--- config.mk ---
export PLATFORM = sky130hd
export DESIGN_NAME = burst_addr_gen
export DESIGN_NICKNAME = d
export VERILOG_FILES = /design/src/rtl/bag_pkg.sv /design/src/rtl/bag_base_reg.sv /design/src/rtl/bag_beat_ctr.sv /design/src/rtl/bag_seq_map.sv /design/src/rtl/burst_addr_gen.sv
export SDC_FILE = /design/constraint.sdc
export NUM_CORES = 1
export LEC_CHECK = 0
export CAP_MARGIN = 20
export CORE_MARGIN = 5
export CORE_UTILIZATION = 44
export DETAILED_ROUTE_END_ITERATION = 8
export PLACE_DENSITY = 0.93
export SYNTH_ARGS = -nofsm -noshare
export SYNTH_HDL_FRONTEND = slang
export SYNTH_SLANG_ARGS = --single-unit
--- constraint.sdc ---
create_clock -name clk -period 2.2 [get_ports clk]
set_clock_uncertainty 0.05 [all_clocks]
set_input_delay 0.22 -clock clk [delete_from_list [all_inputs] [get_ports clk]]
set_output_delay 0.22 -clock clk [all_outputs]
set_load 0.1 [all_outputs]
--- src/rtl/bag_pkg.sv ---
package bag_pkg;
   typedef enum logic {
      ORD_XOR = 1'b0,
      ORD_LIN = 1'b1
   } order_e;

   localparam int ORDER_RUNTIME   = 0;
   localparam int ORDER_FIXED_LIN = 1;
   localparam int ORDER_FIXED_XOR = 2;
endpackage

--- src/rtl/bag_base_reg.sv ---
module bag_base_reg #(
   parameter int ADDR_W = 20,
   parameter int BEAT_W = 2,
   localparam int HI_W  = ADDR_W - BEAT_W
) (
   input  logic                clk,
   input  logic                rst_n,
   input  logic                load_i,
   input  logic [ADDR_W-1:0]   addr_i,
   input  bag_pkg::order_e     order_i,
   output logic [HI_W-1:0]     base_hi_o,
   output logic [BEAT_W-1:0]   base_lo_o,
   output bag_pkg::order_e     order_o
);
   always_ff @(posedge clk) begin
      if (!rst_n) begin
         base_hi_o <= '0;
         base_lo_o <= '0;
         order_o   <= bag_pkg::ORD_XOR;
      end else if (load_i) begin
         base_hi_o <= addr_i[ADDR_W-1:BEAT_W];
         base_lo_o <= addr_i[BEAT_W-1:0];
         order_o   <= order_i;
      end
   end
endmodule

--- src/rtl/bag_beat_ctr.sv ---
module bag_beat_ctr #(
   parameter int BEAT_W = 2
) (
   input  logic              clk,
   input  logic              rst_n,
   input  logic              clr_i,
   input  logic              step_i,
   output logic [BEAT_W-1:0] beat_o
);
   always_ff @(posedge clk) begin
      if (!rst_n)      beat_o <= '0;
      else if (clr_i)  beat_o <= '0;
      else if (step_i) beat_o <= beat_o + 1'b1;
   end
endmodule

--- src/rtl/bag_seq_map.sv ---
module bag_seq_map #(
   parameter int BEAT_W     = 2,
   parameter int ORDER_MODE = bag_pkg::ORDER_RUNTIME
) (
   input  logic [BEAT_W-1:0] base_lo_i,
   input  logic [BEAT_W-1:0] beat_i,
   input  bag_pkg::order_e   order_i,
   output logic [BEAT_W-1:0] lo_o
);
   logic [BEAT_W-1:0] lin_lo;
   logic [BEAT_W-1:0] xor_lo;

   assign lin_lo = base_lo_i + beat_i;
   assign xor_lo = base_lo_i ^ beat_i;

   generate
      if (ORDER_MODE == bag_pkg::ORDER_FIXED_LIN) begin : g_lin
         logic unused_ord;
         assign unused_ord = order_i;
         assign lo_o = lin_lo;
      end else if (ORDER_MODE == bag_pkg::ORDER_FIXED_XOR) begin : g_xor
         logic unused_ord;
         assign unused_ord = order_i;
         assign lo_o = xor_lo;
      end else begin : g_rt
         assign lo_o = (order_i == bag_pkg::ORD_LIN) ? lin_lo : xor_lo;
      end
   endgenerate
endmodule

--- src/rtl/burst_addr_gen.sv ---
module burst_addr_gen #(
   parameter int ADDR_W     = 20,
   parameter int BEAT_W     = 2,
   parameter int ORDER_MODE = bag_pkg::ORDER_RUNTIME
) (
   input  logic              clk,
   input  logic              rst_n,
   input  logic              cpu_ld_i,
   input  logic              ctl_ld_i,
   input  logic              adv_i,
   input  logic              order_i,
   input  logic [ADDR_W-1:0] addr_i,
   output logic [ADDR_W-1:0] addr_o
);
   localparam int HI_W = ADDR_W - BEAT_W;

   generate
      if (BEAT_W < 1) begin : g_bad_beat
         $error("burst_addr_gen: BEAT_W must be at least 1");
      end
      if (ADDR_W <= BEAT_W) begin : g_bad_addr
         $error("burst_addr_gen: ADDR_W must exceed BEAT_W");
      end
      if (ORDER_MODE < 0 || ORDER_MODE > 2) begin : g_bad_mode
         $error("burst_addr_gen: ORDER_MODE out of range");
      end
   endgenerate

   logic              load;
   logic              step;
   logic [HI_W-1:0]   base_hi;
   logic [BEAT_W-1:0] base_lo;
   logic [BEAT_W-1:0] beat;
   logic [BEAT_W-1:0] lo;
   bag_pkg::order_e   ord_in;
   bag_pkg::order_e   ord_q;

   assign load   = cpu_ld_i | ctl_ld_i;
   assign step   = adv_i & ~load;
   assign ord_in = bag_pkg::order_e'(order_i);

   bag_base_reg #(.ADDR_W(ADDR_W), .BEAT_W(BEAT_W)) u_base (
      .clk       (clk),
      .rst_n     (rst_n),
      .load_i    (load),
      .addr_i    (addr_i),
      .order_i   (ord_in),
      .base_hi_o (base_hi),
      .base_lo_o (base_lo),
      .order_o   (ord_q)
   );

   bag_beat_ctr #(.BEAT_W(BEAT_W)) u_beat (
      .clk    (clk),
      .rst_n  (rst_n),
      .clr_i  (load),
      .step_i (step),
      .beat_o (beat)
   );

   bag_seq_map #(.BEAT_W(BEAT_W), .ORDER_MODE(ORDER_MODE)) u_map (
      .base_lo_i (base_lo),
      .beat_i    (beat),
      .order_i   (ord_q),
      .lo_o      (lo)
   );

   assign addr_o = {base_hi, lo};
endmodule

# --- Yosys cells after proc, flatten, opt, wreduce, memory -nomap -nowiden ---
# Index checks and enable logic that the tools add are counted.
# Widths: inputs -> output; s select.
classes:
  n_bitwise: 5
  eq_ne: 0
  n_div: 0
  n_mul: 0
  magnitude_cmp: 0
  add_sub_neg: 2
  n_shift: 0
  mux: 1
  reduce_logical: 1
ops:
  columns: ["op", "count"]
  rows:
  - ["$add 2x1->2 const B", 1]
  - ["$add 2x2->2", 1]
  - ["$mux 2", 1]
  - ["$not 1->1", 2]
  - ["$reduce_or 2->1", 1]
  - ["$xor 2x2->2", 1]
  - ["$and 1x1->1", 1]
  - ["$or 1x1->1", 1]
totals:
  mem_bits_rw: 0
  romBits: 0
  word_cells: 13
  latchBits: 0
  ff_bits: 23
  inputBits: 26
  memories: 0
  output_inout_bits: 20

# --- Depth between registers and ports, before layout ---
depth:
  depth_word: 3
  ltp_mapped: 3
  depth_no_buf: 3

# --- Cells and area by module ---
# A second synthesis with hierarchy kept.
hier_totals:
  cells_unflattened: 82
  hier_area_um2: 953.4
by_module_without_submodules:
  columns: ["mod", "seq_area_each_um2", "instances", "cells_each", "area_per_inst_um2"]
  rows:
  - ["bag_base_reg", 420.4, 1, 68, 820.8]
  - ["bag_beat_ctr", 40.0, 1, 8, 85.1]
  - ["bag_seq_map", 0.0, 1, 4, 33.8]
  - ["burst_addr_gen", 0.0, 1, 2, 13.8]

# --- Least setup slack after synthesis ---
# Ideal clock, no wire load.
synth_path:
  path_type: "reg-to-output"
  from: "reg u_beat.beat_o[0]"
  to: "out addr_o[1]"
  t_arrival_ns: 2.110
  path_stages_with_launch: 4
  t_required_ns: 1.930
  slack_ns: -0.180
  n_path_buf: 0
  cell_sequence: "dfxtp_1 ha_1 nand2_1 xnor2_1"
synth_between:
  elab_chain_len: 2
synth_rtl:
  columns: ["element", "line", "source"]
  rows:
  - ["start, declared", "bag_beat_ctr.sv:8", "output logic [BEAT_W-1:0] beat_o"]
  - ["start signal, assigned", "bag_beat_ctr.sv:13", "else if (step_i) beat_o <= beat_o + 1'b1;"]
  - ["$add 2x2->2", "bag_seq_map.sv:13", "assign lin_lo = base_lo_i + beat_i;"]
  - ["$mux 2", "bag_seq_map.sv:26", "assign lo_o = (order_i == bag_pkg::ORD_LIN) ? lin_lo : xor_lo;"]
  - ["end, declared", "burst_addr_gen.sv:13", "output logic [ADDR_W-1:0] addr_o"]
# No other way between the ends.

# --- Final worst setup path ---
# Same ends and word-level chain as after synthesis.

==> metrics.md <==
| Metric | Value |
|---|---|
| First-pass GRT wire length | `roughly 3800 um` |
| Hold Vio Cnt, Final | `0` |
| Die Y | `between 50 and 60 um` |
| Syn Area/Cell | `around 9.9 um2` |
| Starting Density | `approximately 47%` |
| Power share of the combinational group | `about a third` |
| Setup violators final | `0` |
| Skew-Pair Late Insertion Delay | `about 0.31 ns` |
| Maximum vdd drop | `between 0.5 and 0.6 mV` |
| Post-Synth Adder-Cell Area | `1.19%` |
| Synth top area cells | `dfxtp_1, or3b_1, o21ai_0` |
| Cell count after synthesis | `between 100 and 150` |
| Slew HR | `around 56%` |
| Final min period | `approximately 1.6 ns` |
| Routed Antenna Nets | `0` |
| Switching share of power | `between 30% and 40%` |
| Worst Hold Class | `in2reg` |
| YS warnings | `0` |
| Status | `finished, final reports clean` |
| Synth Area in Simple Gates | `19.7%` |
| Area after DPL | `0.00148 mm2` |
| Pin count of the biggest net entering global routing | `24` |
| Vias/cell | `slightly above 5` |
| Reg2reg path depth | `2` |
| Syn_nets | `roughly 130` |
| Total grt overflow | `0` |
| Largest family of logic cells by synthesized area | `compound AO/OA/AOI/OAI gates` |
| WL/cell | `between 10 and 15 um` |
| First-pass DRT Iterations | `2` |
| Area delta synth->final | `43.6%` |
| RD Place Congestion | `~0.7` |
| Worst setup SP type | `flip-flop` |
| Number of synthesized flops with an enable pin | `0` |
| Worst hold stages | `3` |
| Clk sinks | `23` |
| Post-synthesis sequential element count | `23` |
| CTS tree | `yes` |
| Slew of the pin with the lowest slew margin | `around 0.65 ns` |
| Clock tree buffer depth | `2` |
| Critical path required time | `1.93 ns` |
| Sequential area share after synthesis | `between 40% and 50%` |
| Fin area | `between 0.0015 and 0.002 mm2` |
| Leakage power total | `just over 0.0006 uW` |
| # resized after CTS | `0` |
| H-tree levels | `1` |
| Internal power consumption | `615 uW` |
| Port Buf Inserts | `45` |
| PD cells | `approximately 650 mW/mm2` |
| GRT Overall Usage | `14.4%` |
| Drc violations | `0` |
| RSZ-0062 raised after global routing | `false` |
| Max Clock Freq | `607 MHz` |
| WL final | `between 2000 and 2500 um` |
| Worst-path fanout max | `4` |
| Setup Total Neg Slack | `0 ns` |
| Post-layout util | `between 60 and 70%` |
| Vias in the first global route | `roughly 910` |
| 1st-iter DRT viols | `14` |
| # diodes | `0` |
| I/O Pins | `46` |
| Num CTS Buffers | `3` |
| Max Cap Viol | `0` |
| Fin nets | `between 150 and 200` |
| Hold buffers post-CTS | `0` |
| Most frequent cells in the layout | `clkdlybuf4s50_1, buf_4, dfxtp_1` |
| Final period util | `~75%` |
| Sequential power share | `46.3%` |
| Post-synth top area share | `44.0%` |
| Synth cell types | `18` |
| CP Capture Type | `output port` |
| Postcts setup bufs | `0` |
| Post-synthesis xor/xnor area fraction | `2.51%` |
| Clock power frac | `about a fifth` |
| Std cell rows | `17` |
| Mux contribution to synthesized area | `0%` |
| Syn Std Cell Area | `about 0.0010 mm2` |
| Initial antenna violation count | `0` |
| Layout cells sized above 1 | `between 20 and 25%` |
| Ys flop type | `dfxtp_1` |
| Die ar. | `roughly 0.0035 mm2` |
| Most common cell after layout, fill and taps aside | `clkdlybuf4s50_1` |
| Core area | `between 0.002 and 0.0025 mm2` |
| Switch Pwr | `363 uW` |
| Reg clk slew, reported paths | `approximately 0.13 ns` |
| WS Path Type | `reg2out` |
| Worst EP arrival | `between 1 and 1.5 ns` |
| Root Driver | `clkbuf_4` |
| Post-synthesis compound-gate area fraction | `between 20 and 30%` |
| Leading area contributor after synthesis | `dfxtp_1` |
| Vias post-DR | `913` |
| Synth async-reset ratio | `0%` |
| Slew Limit Fails | `0` |
| Die Span X | `roughly 59 um` |
| DP HPWL | `between 1500 and 2000 um` |
-- through the flow --
step	total power, uW	setup WS (ns)	cells	hold slack (ns)
global route	1020	0.473	177	0.384
CTS	982	0.527	177	0.403
floorplan	692	0.448	106	0.324
detailed placement	789	0.386	173	0.492
global placement	784	0.470	173	0.489
finish	978	0.553	177	0.405
-- critical path, cell delays in order, from the launching register on --
cell,delay [ns]
dfxtp_1,0.41
ha_1,0.16
nand2_1,0.08
xnor2_2,0.12
buf_4,0.30
-- cells in the mapped netlist (2+ instances only) --
cell      number
a21boi_0       4
a21boi_1      13
a21boi_2       5
buf_2          2
clkbuf_1       6
clkbuf_2       2
dfxtp_1       23
o21ai_0       21
or3b_1        18
or3b_2         3
xor2_1         2
-- final timing paths --
path	start	endpoint	slack (ns)
setup reg to reg	u_base.base_hi_o[15]$_SDFFE_PN0P_	u_base.base_hi_o[15]$_SDFFE_PN0P_	1.09
hold / removal	addr_i[1]	u_base.base_lo_o[1]$_SDFFE_PN0P_	0.41
setup / recovery	u_beat.beat_o[0]$_SDFFE_PP0P_	addr_o[1]	0.55
hold reg to reg	u_base.order_o$_SDFFE_PN0P_	u_base.order_o$_SDFFE_PN0P_	0.51
-- cells by family (layout without fill, tap and decap cells) --
family / count (synthesis) / in the layout
AO/OA/AOI/OAI: 44 / 44
AND/OR/NAND/NOR: 25 / 25
flip-flops: 23 / 23
buffers and inverters: 10 / 53
XOR/XNOR: 3 / 3
adder cells (fa/ha/maj): 1 / 1
-- power by group through the flow --
stage | clock, uW | combinational [uW] | sequential, uW
2_1_floorplan | 0 | 85.8 | 606
3_3_place_gp | 0 | 322 | 462
3_5_place_dp | 0 | 327 | 462
4_1_cts | 201 | 328 | 453
5_1_grt | 227 | 339 | 456
6_report | 199 | 326 | 453
-- state kept, by name, indices dropped and copies added (netlist names) --
register          count
u_base.base_lo_o      2
u_base.base_hi_o     18
u_beat.beat_o         2
u_base.order_o        1
-- layer usage --
layer  global-route usage [%]  wire [um]
met4                     6.80         33
met3                     4.17        157
met5                        0          0
met2                     23.3       1150
met1                     17.3       1110
-- cell type report --
cell class	count	area [um2]
clock buffers	4	26.3
fillers	180	729
multi-input cells	73	552
flip-flops and latches	23	460
well taps	28	35.0
repair buffers	49	430
Note: power is estimated with default switching activity, not from simulation.
